`config.mk`:
```
export PLATFORM = sky130hd
export DESIGN_NAME = wrap_timer
export DESIGN_NICKNAME = d
export VERILOG_FILES = /design/src/rtl/wrap_timer_pkg.sv /design/src/rtl/wrap_timer_prescale.sv /design/src/rtl/wrap_timer_chan.sv /design/src/rtl/wrap_timer.sv
export SDC_FILE = /design/constraint.sdc
export NUM_CORES = 1
export LEC_CHECK = 0
export ABC_AREA = 0
export BUFFER_PORTS_ARGS = -buffer_cell sky130_fd_sc_hd__buf_2
export CORE_ASPECT_RATIO = 0.6
export CORE_UTILIZATION = 30
export DETAILED_ROUTE_END_ITERATION = 8
export PLACE_DENSITY_LB_ADDON = 0.08
export SLEW_MARGIN = 30
export SYNTH_ARGS = -nofsm -noshare
export SYNTH_HDL_FRONTEND = slang
export SYNTH_SLANG_ARGS = --single-unit
export TNS_END_PERCENT = 20
```
`constraint.sdc`:
```
create_clock -name clk -period 7.61 [get_ports clk]
set_input_delay 0.3805 -clock clk [delete_from_list [all_inputs] [get_ports clk]]
set_output_delay 0.3805 -clock clk [all_outputs]
set_load 0.05 [all_outputs]
```
`src/rtl/wrap_timer_pkg.sv`:
```
package wrap_timer_pkg;

    // register byte offsets inside one channel window
    localparam int          CH_SPAN_BITS = 6;
    localparam logic [5:0]  OFF_STAT     = 6'h00;
    localparam logic [5:0]  OFF_VALUE    = 6'h04;
    localparam logic [5:0]  OFF_CTRL     = 6'h10;
    localparam logic [5:0]  OFF_CFG      = 6'h20;
    localparam logic [5:0]  OFF_DIV      = 6'h24;
    localparam logic [5:0]  OFF_INIT     = 6'h28;

    // field positions
    localparam int STAT_PEND_BIT  = 0;
    localparam int CTRL_HOLD_BIT  = 0;
    localparam int CTRL_START_BIT = 1;
    localparam int CFG_EN_BIT     = 0;
    localparam int CFG_IEN_BIT    = 1;

endpackage

```
`src/rtl/wrap_timer_prescale.sv`:
```
module wrap_timer_prescale #(
    parameter int DIV_W = 16
) (
    input  logic             clk,
    input  logic             rst_n,
    input  logic             run,
    input  logic             restart,
    input  logic [DIV_W-1:0] div,
    output logic             tick
);

    typedef struct packed {
        logic [DIV_W-1:0] pcnt;
    } pre_state_t;

    pre_state_t q, d;

    // a divider lowered below the current phase fires at once
    assign tick = run && (q.pcnt >= div);

    always_comb begin
        d = q;
        if (!run || restart || tick) begin
            d.pcnt = '0;
        end else begin
            d.pcnt = q.pcnt + 1'b1;
        end
    end

    always_ff @(posedge clk or negedge rst_n) begin
        if (!rst_n) begin
            q <= '0;
        end else begin
            q <= d;
        end
    end

    // with a non-zero divider two ticks are never adjacent
    a_r4_tick_spacing: assert property (@(posedge clk) disable iff (!rst_n)
        (tick && (div != '0) && !restart) |=> (!tick || !$stable(div)))
        else $error("a_r4_tick_spacing");

endmodule

```
`src/rtl/wrap_timer_chan.sv`:
```
module wrap_timer_chan
    import wrap_timer_pkg::*;
#(
    parameter int CNT_W = 32,
    parameter int DIV_W = 16
) (
    input  logic             clk,
    input  logic             rst_n,
    input  logic             wr_en,
    input  logic [5:0]       off,
    input  logic [CNT_W-1:0] wdata,
    output logic [CNT_W-1:0] rd_word,
    output logic             irq
);

    localparam logic [CNT_W-1:0] CNT_MAX = '1;

    typedef struct packed {
        logic [CNT_W-1:0] count;
        logic [CNT_W-1:0] init;
        logic [DIV_W-1:0] div;
        logic             hold;
        logic             start;
        logic             en;
        logic             ien;
        logic             pending;
    } chan_state_t;

    chan_state_t q, d;

    logic wr_stat, wr_ctrl, wr_cfg, wr_div, wr_init;
    logic run, start_load, tick, wrap;

    assign wr_stat    = wr_en && (off == OFF_STAT);
    assign wr_ctrl    = wr_en && (off == OFF_CTRL);
    assign wr_cfg     = wr_en && (off == OFF_CFG);
    assign wr_div     = wr_en && (off == OFF_DIV);
    assign wr_init    = wr_en && (off == OFF_INIT);

    assign run        = q.en && q.start && !q.hold;
    assign start_load = wr_ctrl && (wdata[CTRL_HOLD_BIT] || wdata[CTRL_START_BIT]);
    assign wrap       = run && tick && (q.count == CNT_MAX);

    wrap_timer_prescale #(
        .DIV_W (DIV_W)
    ) u_prescale (
        .clk     (clk),
        .rst_n   (rst_n),
        .run     (run),
        .restart (start_load),
        .div     (q.div),
        .tick    (tick)
    );

    always_comb begin
        d = q;
        if (wr_cfg) begin
            d.en  = wdata[CFG_EN_BIT];
            d.ien = wdata[CFG_IEN_BIT];
        end
        if (wr_div) begin
            d.div = wdata[DIV_W-1:0];
        end
        if (wr_init) begin
            d.init = wdata;
        end
        if (wr_ctrl) begin
            d.hold  = wdata[CTRL_HOLD_BIT];
            d.start = wdata[CTRL_START_BIT];
        end
        // the live count register accepts no writes
        if (start_load || q.hold || wrap) begin
            d.count = q.init;
        end else if (run && tick) begin
            d.count = q.count + 1'b1;
        end
        // overflow outranks a clear in the same cycle
        if (wrap) begin
            d.pending = 1'b1;
        end else if (wr_stat && wdata[STAT_PEND_BIT]) begin
            d.pending = 1'b0;
        end
    end

    always_ff @(posedge clk or negedge rst_n) begin
        if (!rst_n) begin
            q <= '0;
        end else begin
            q <= d;
        end
    end

    always_comb begin
        rd_word = '0;
        unique case (off)
            OFF_STAT:  rd_word[STAT_PEND_BIT] = q.pending;
            OFF_VALUE: rd_word = q.count;
            OFF_CTRL: begin
                rd_word[CTRL_HOLD_BIT]  = q.hold;
                rd_word[CTRL_START_BIT] = q.start;
            end
            OFF_CFG: begin
                rd_word[CFG_EN_BIT]  = q.en;
                rd_word[CFG_IEN_BIT] = q.ien;
            end
            OFF_DIV:   rd_word = CNT_W'(q.div);
            OFF_INIT:  rd_word = q.init;
            default:   rd_word = '0;
        endcase
    end

    assign irq = q.pending && q.en && q.ien;

    // a held counter sits at the initial value one cycle later
    a_r3_hold_pins_count: assert property (@(posedge clk) disable iff (!rst_n)
        q.hold |=> (q.count == $past(q.init)))
        else $error("a_r3_hold_pins_count");

    // an overflow tick reloads and raises pending
    a_r5_wrap_reloads: assert property (@(posedge clk) disable iff (!rst_n)
        (run && tick && (q.count == CNT_MAX)) |=> (q.pending && (q.count == $past(q.init))))
        else $error("a_r5_wrap_reloads");

    // a clear with no coinciding overflow drops pending
    a_r6_clear_drops: assert property (@(posedge clk) disable iff (!rst_n)
        (wr_stat && wdata[STAT_PEND_BIT] && !(run && tick && (q.count == CNT_MAX))) |=> !q.pending)
        else $error("a_r6_clear_drops");

    // a disabled counter keeps its value
    a_r8_disabled_frozen: assert property (@(posedge clk) disable iff (!rst_n)
        (!q.en && !q.hold && !wr_ctrl) |=> $stable(q.count))
        else $error("a_r8_disabled_frozen");

endmodule

```
`src/rtl/wrap_timer.sv`:
```
module wrap_timer
    import wrap_timer_pkg::*;
#(
    parameter  int NUM_CH  = 2,
    parameter  int CNT_W   = 32,
    parameter  int DIV_W   = 16,
    localparam int CH_BITS = (NUM_CH > 1) ? $clog2(NUM_CH) : 1,
    localparam int ADDR_W  = CH_SPAN_BITS + CH_BITS
) (
    input  logic              clk,
    input  logic              rst_n,
    input  logic              bus_rd,
    input  logic              bus_wr,
    input  logic [ADDR_W-1:0] bus_addr,
    input  logic [CNT_W-1:0]  bus_wdata,
    output logic [CNT_W-1:0]  bus_rdata,
    output logic              irq_o
);

    typedef struct packed {
        logic [CNT_W-1:0] rdata;
    } top_state_t;

    top_state_t q, d;

    logic [CH_BITS-1:0]      ch_idx;
    logic [CH_SPAN_BITS-1:0] ch_off;
    logic [CNT_W-1:0]        rd_word [NUM_CH];
    logic [NUM_CH-1:0]       irq_vec;

    assign ch_idx = bus_addr[ADDR_W-1:CH_SPAN_BITS];
    assign ch_off = bus_addr[CH_SPAN_BITS-1:0];

    for (genvar gi = 0; gi < NUM_CH; gi++) begin : g_chan
        wrap_timer_chan #(
            .CNT_W (CNT_W),
            .DIV_W (DIV_W)
        ) u_chan (
            .clk     (clk),
            .rst_n   (rst_n),
            .wr_en   (bus_wr && (ch_idx == CH_BITS'(gi))),
            .off     (ch_off),
            .wdata   (bus_wdata),
            .rd_word (rd_word[gi]),
            .irq     (irq_vec[gi])
        );
    end

    always_comb begin
        d = q;
        if (bus_rd) begin
            d.rdata = '0;
            for (int i = 0; i < NUM_CH; i++) begin
                if (ch_idx == CH_BITS'(i)) begin
                    d.rdata = rd_word[i];
                end
            end
        end
    end

    always_ff @(posedge clk or negedge rst_n) begin
        if (!rst_n) begin
            q <= '0;
        end else begin
            q <= d;
        end
    end

    assign bus_rdata = q.rdata;
    assign irq_o     = |irq_vec;

    // read data only moves after a read strobe
    a_r2_rdata_holds: assert property (@(posedge clk) disable iff (!rst_n)
        !bus_rd |=> $stable(bus_rdata))
        else $error("a_r2_rdata_holds");

endmodule

```
After elaboration in Yosys (flattened, before gate mapping)
Index checks and enable logic that the tools add are counted.

storage, ports and cells
  bits in registers = 234
  input port bits = 43
  output and inout bits = 33
  logic and storage cells = 99

operators by class
  add/sub/neg operators = 4
  order comparisons = 2
  eq/ne operators = 7
  multiplexer cells = 17
  bitwise operators = 1
  reduce and logical (&&, ||, !) cells = 49

operators with widths
  operator                 count
  $pmux W30 S3             2
  $mux W32                 5
  $add A32 B1 Y32 const B  2
  $eq A32 B32 Y1 const B   2
  $add A16 B1 Y16 const B  2
  $ge A16 B16 Y1           2
  $mux W16                 2
  $logic_and A1 B1 Y1      30
  $eq A6 B6 Y1 const B     3
  $pmux W1 S6              2
  $pmux W1 S5              2
  $logic_or A1 B1 Y1       9
  $reduce_bool A2 Y1       4
  $eq A6 B3 Y1 const B     1
  $eq A6 B5 Y1 const B     1
  $logic_not A6 Y1         1
  $logic_not A1 Y1         4
  $mux W1                  4
  $reduce_or A2 Y1         1
  $not A1 Y1               1

Depth between registers and ports, before layout
  depth in word-level cells = 7
  gate-level depth with buffers = 11

Cells and area by module
Synthesis repeated with hierarchy kept, for this count alone.

second synthesis, totals
  cell total of the unflattened synthesis = 1310
  area total of the unflattened synthesis = 13290.2 um^2

by module, submodules not included
  module               times used  cells an instance  area each (um^2)  seq. area each (um^2)
  wrap_timer_chan      2           451                4594.4            2127.0
  wrap_timer_prescale  2           133                1288.7            400.4
  wrap_timer           1           142                1524.0            800.8

Least setup slack after synthesis
Ideal clock, no wire load.

  path kind = register to register
  start point = register g_chan[0].u_chan.u_prescale.q[2] (netlist name)
  end point = register g_chan[0].u_chan.q[71] (netlist name)
  setup time = 126 ps
  arrival time = 2625 ps
  setup slack = 4860 ps
  cell stages (with the launch flop) = 11
  clock period less this slack = 2750 ps
  cells stage by stage = dfrtp_1 > ha_1 > a211oi_1 > o21ai_0 > a211oi_1 > o21ai_1 > a31oi_1 > buf_2 > clkbuf_1 > a2bb2oi_1 > nand3_1

between the ends
  longest elaborated chain between the ends = 6
  elaborated cells between the ends (all ways) = 7
  those cells by class = order compare: 1; mux: 1; reduce/logical: 5

RTL lines
  item                                                   line                                          text
  start, declared                                        wrap_timer_prescale.sv:16                     pre_state_t q, d;
  start signal, assigned                                 wrap_timer_prescale.sv:32                     q <= '0;
  start signal, assigned                                 wrap_timer_prescale.sv:34                     q <= d;
  $ge A16 B16 Y1 (*)                                     wrap_timer_prescale.sv:19                     assign tick = run && (q.pcnt >= div);
  $logic_and A1 B1 Y1 (*)                                wrap_timer_prescale.sv:19
  $logic_and A1 B1 Y1 (*)                                wrap_timer_chan.sv:42, wrap_timer_chan.sv:74
  $logic_and A1 B1 Y1                                    wrap_timer_chan.sv:42                         assign wrap = run && tick && (q.count == CNT_MAX);
  $logic_or A1 B1 Y1                                     wrap_timer_chan.sv:72                         if (start_load || q.hold || wrap) begin
  $mux W32 / $reduce_bool A2 Y1 (equally long branches)  -
  end signal, assigned                                   wrap_timer_chan.sv:87                         q <= '0;
  end signal, assigned                                   wrap_timer_chan.sv:89                         q <= d;
  end, declared                                          wrap_timer_chan.sv:29                         chan_state_t q, d;

Every way passes the cells marked *; elsewhere a longest branch is shown, timed or not.
A chain may end at the register's enable or synchronous reset.

Worst setup path after layout
  start point = register g_chan[0].u_chan.u_prescale.q[2] (netlist name)
  end point = register g_chan[0].u_chan.q[73] (netlist name)

Same word-level chain as after synthesis.

==> results.toml <==
[run_status]
status = "complete, no violations"

[power]
ir_worst_vdd_uv = 125.2
total_leakage_power_nw = 6.413
cellPowerDensity_nw_per_um2 = 225.7

[routing]
drc = 0
avgViaCountPerCell = 5.488
routedWlPerCell_um = 23.98
num_vias = 10550
drtAntennaViolNets = 0
drt_first_pass_iters = 5
routed_wl_um = 46090
first_iter_violations = 943

[critical_path]
reg2reg_from = "g_chan[0].u_chan.u_prescale.q[2]"
startpoint = "g_chan[0].u_chan.u_prescale.q[2]"
rrSetupSlack_ns = 3.76
cp-start-kind = "register"
cp_data_arrival_time_ns = 4.27
cp-end-kind = "register"
worstSetupPathType = "reg -> reg"
crit_required_ns = 8.03
cp_max_fo = 23

[clock_tree]
cts_sinks = 234
post_cts_buffers = 0
clockBufferDepth = 3
clkTransAtPathRegs_ns = 0.06
htree_levels = 1
cts_buffers = 26
clk_latency_ns = 0.57
root_buffer = "clkbuf_16"
cts_tree = "done"
cts.repair.resized = 0

[floorplan]
die_area_um2 = 43620
initial_utilization = 0.3053
die-height_um = 162.2
io_pins = 76
core_um2 = 42020
die_x_um = 269.0
rows = 58

[global_route]
grt_pass1_vias = 10200
antenna_found_initial = 3
grt_max_degree = 163
grt_usage = 0.2129
grt_pass1_wl_um = 69220
grt_overflow = 0

[worst_hold_path]
hold_path.class = "in -> reg"
worstHoldStart = "bus_wdata[30]"

[synthesis]
syn_area_um2 = 12830
synth_seq_area_share = 0.4565
syn_avg_cell_area_um2 = 9.928
synth_nets = 1371
ys_ff_latch = 234
syn_inst = 1292
synthArstFlopShare = 1.000
yosys.cell_types.count = 64
synthFlopType = "dfrtp_1"
synth_warnings = 0
synth-edff-count = 0

[sta]
finalMaxSlewViolations = 0
final_hold_viol_count = 0
fin_crit_ns = 3.846
maxSlewHeadroom = 0.3579
fmax_mhz = 260.0
period_share = 0.5054
fin_skew_ns = 0.03595
tightest_slew_ns = 0.9596
setup_tns_ns = 0
setup_viol = 0
rsz0062_at_grt = "false"

[cells_and_area]
drive_above_1_share = 0.1919
postLayoutCellArea_um2 = 14650
final_common_cell = "dfrtp_1"
areaGrowthSynthToFinish_pct = 14.17
nets = 1409
layout_common_cells = "dfrtp_1 (234), mux2_2 (113), nand2_1 (107)"

[placed_design]
dpl-instance-area_um2 = 13750
port_buffers = 75
post-dp-hpwl_um = 32320
gp_congestion = 0.8148

[run]
cap_violations = 0
==> path summary, 6_finish.rpt <==
path | end | depth (start not counted)
max reg2reg | g_chan[0].u_chan.q[73] | 10
min in group asynchronous | g_chan[0].u_chan.u_prescale.q[10] | 2
max in group asynchronous | g_chan[1].u_chan.q[57] | 4
min reg2reg | g_chan[1].u_chan.q[81] | 1
max | g_chan[0].u_chan.q[73] | 10
min | g_chan[1].u_chan.q[51] | 2
==> layer usage <==
| metal | vias to the layer above | GRT usage | routed length [µm] |
|---|---|---|---|
| met5 | - | 0 | 0 |
| met4 | 0 | 0.02221 | 476 |
| met3 | 39 | 0.05503 | 3607 |
| met2 | 299 | 0.2768 | 17970 |
| met1 | 5350 | 0.3491 | 24040 |
| li1 | 4859 | - | - |
==> state kept, by name, summed over array words and instances, names as in the netlist <==
| register | flops |
|---|---|
| g_chan.u_chan.u_prescale.q | 32 |
| bus_rdata | 32 |
| g_chan.u_chan.q | 170 |
==> logic make-up (layout without fill, tap and decap cells) <==
family | count (synthesis) | count (layout) | share of synthesized area
multiplexers | 157 | 157 | 0.1339
other | 0 | 2 | 0
flip-flops | 234 | 234 | 0.4565
adder cells (fa/ha/maj) | 36 | 36 | 0.03511
AND/OR/NAND/NOR | 376 | 376 | 0.1437
XOR/XNOR | 28 | 28 | 0.01912
buffers and inverters | 165 | 223 | 0.05004
AO/OA/AOI/OAI | 296 | 296 | 0.1616
==> final cells by class <==
cell class	instances	area (µm²)
multi-input cells	893	6371
diodes	2	5.005
inverters	83	311.5
flip-flops and latches	234	5856
repair buffers	92	548.0
well taps	570	713.2
clock buffers	41	767.0
fillers	4312	27370
clock inverters	7	73.82
==> stage by stage <==
| step | cells | power (mW) | worst slack (ns) | hold slack (ns) | utilization |
|---|---|---|---|---|---|
| floorplan | 1292 | 1.811 | 4.860 | 0.08491 | - |
| global placement | 1870 | 2.030 | 3.667 | 0.4198 | 0.3272 |
| detailed placement | 1870 | 2.033 | 3.478 | 0.4180 | 0.3273 |
| CTS | 1919 | 3.336 | 3.623 | 0.08903 | 0.3475 |
| global route | 1920 | 3.461 | 3.560 | 0.1062 | 0.3484 |
| finish | 1922 | 3.306 | 3.764 | 0.1080 | 0.3486 |
==> Yosys cell counts (4+ instances only) <==
cell,instances,area [µm²]
dfrtp_1,234,5856
mux2_2,113,1272
nand2_1,107,401.6
inv_1,83,311.6
nand3_1,74,370.4
nor2_1,71,266.5
o21ai_0,67,335.3
clkbuf_1,59,221.5
a21oi_1,53,265.3
mux2i_1,40,400.4
ha_1,36,450.4
a221oi_1,32,280.3
and3_1,28,175.2
nor3_1,25,125.1
nand4_1,23,143.9
o22ai_1,20,125.1
a221o_1,19,190.2
xor2_1,18,157.7
o32ai_1,17,148.9
buf_1,15,56.30
o22a_1,14,122.6
a22oi_1,13,97.59
a2bb2oi_1,10,87.58
xnor2_1,10,87.58
nor4_1,8,50.05
a211oi_1,7,52.55
a311oi_1,6,52.55
buf_2,6,30.03
nand2b_1,6,37.54
or4_1,6,45.04
a211o_1,5,43.79
and4_1,5,43.79
nor3b_1,5,37.54
a31oi_1,4,25.02
mux2_1,4,45.04
o211ai_1,4,30.03
==> report_power, final <==
| group | internal (mW) | switching [mW] |
|---|---|---|
| sequential | 1.37 | 0.176 |
| combinational | 0.191 | 0.285 |
| clock | 0.726 | 0.560 |
| total | 2.28 | 1.02 |
==> worst max-delay path, cell delays in order, from the launching register on <==
cell and delay (ns):
dfrtp_1 0.45, ha_1 0.35, a211oi_1 0.22, o21ai_0 0.14
a211oi_1 0.65, o21ai_1 0.16, buf_4 0.22, a31oi_4 0.74
buf_4 0.39, o21ai_0 0.12, a311o_1 0.28
==> repair_timing <==
item                                    in CTS  in global routing
hold buffers                                 1                  0
endpoints found under the setup margin       0                  0
endpoints found under the hold margin       72                  0
Power figures use the tool's default switching activity.
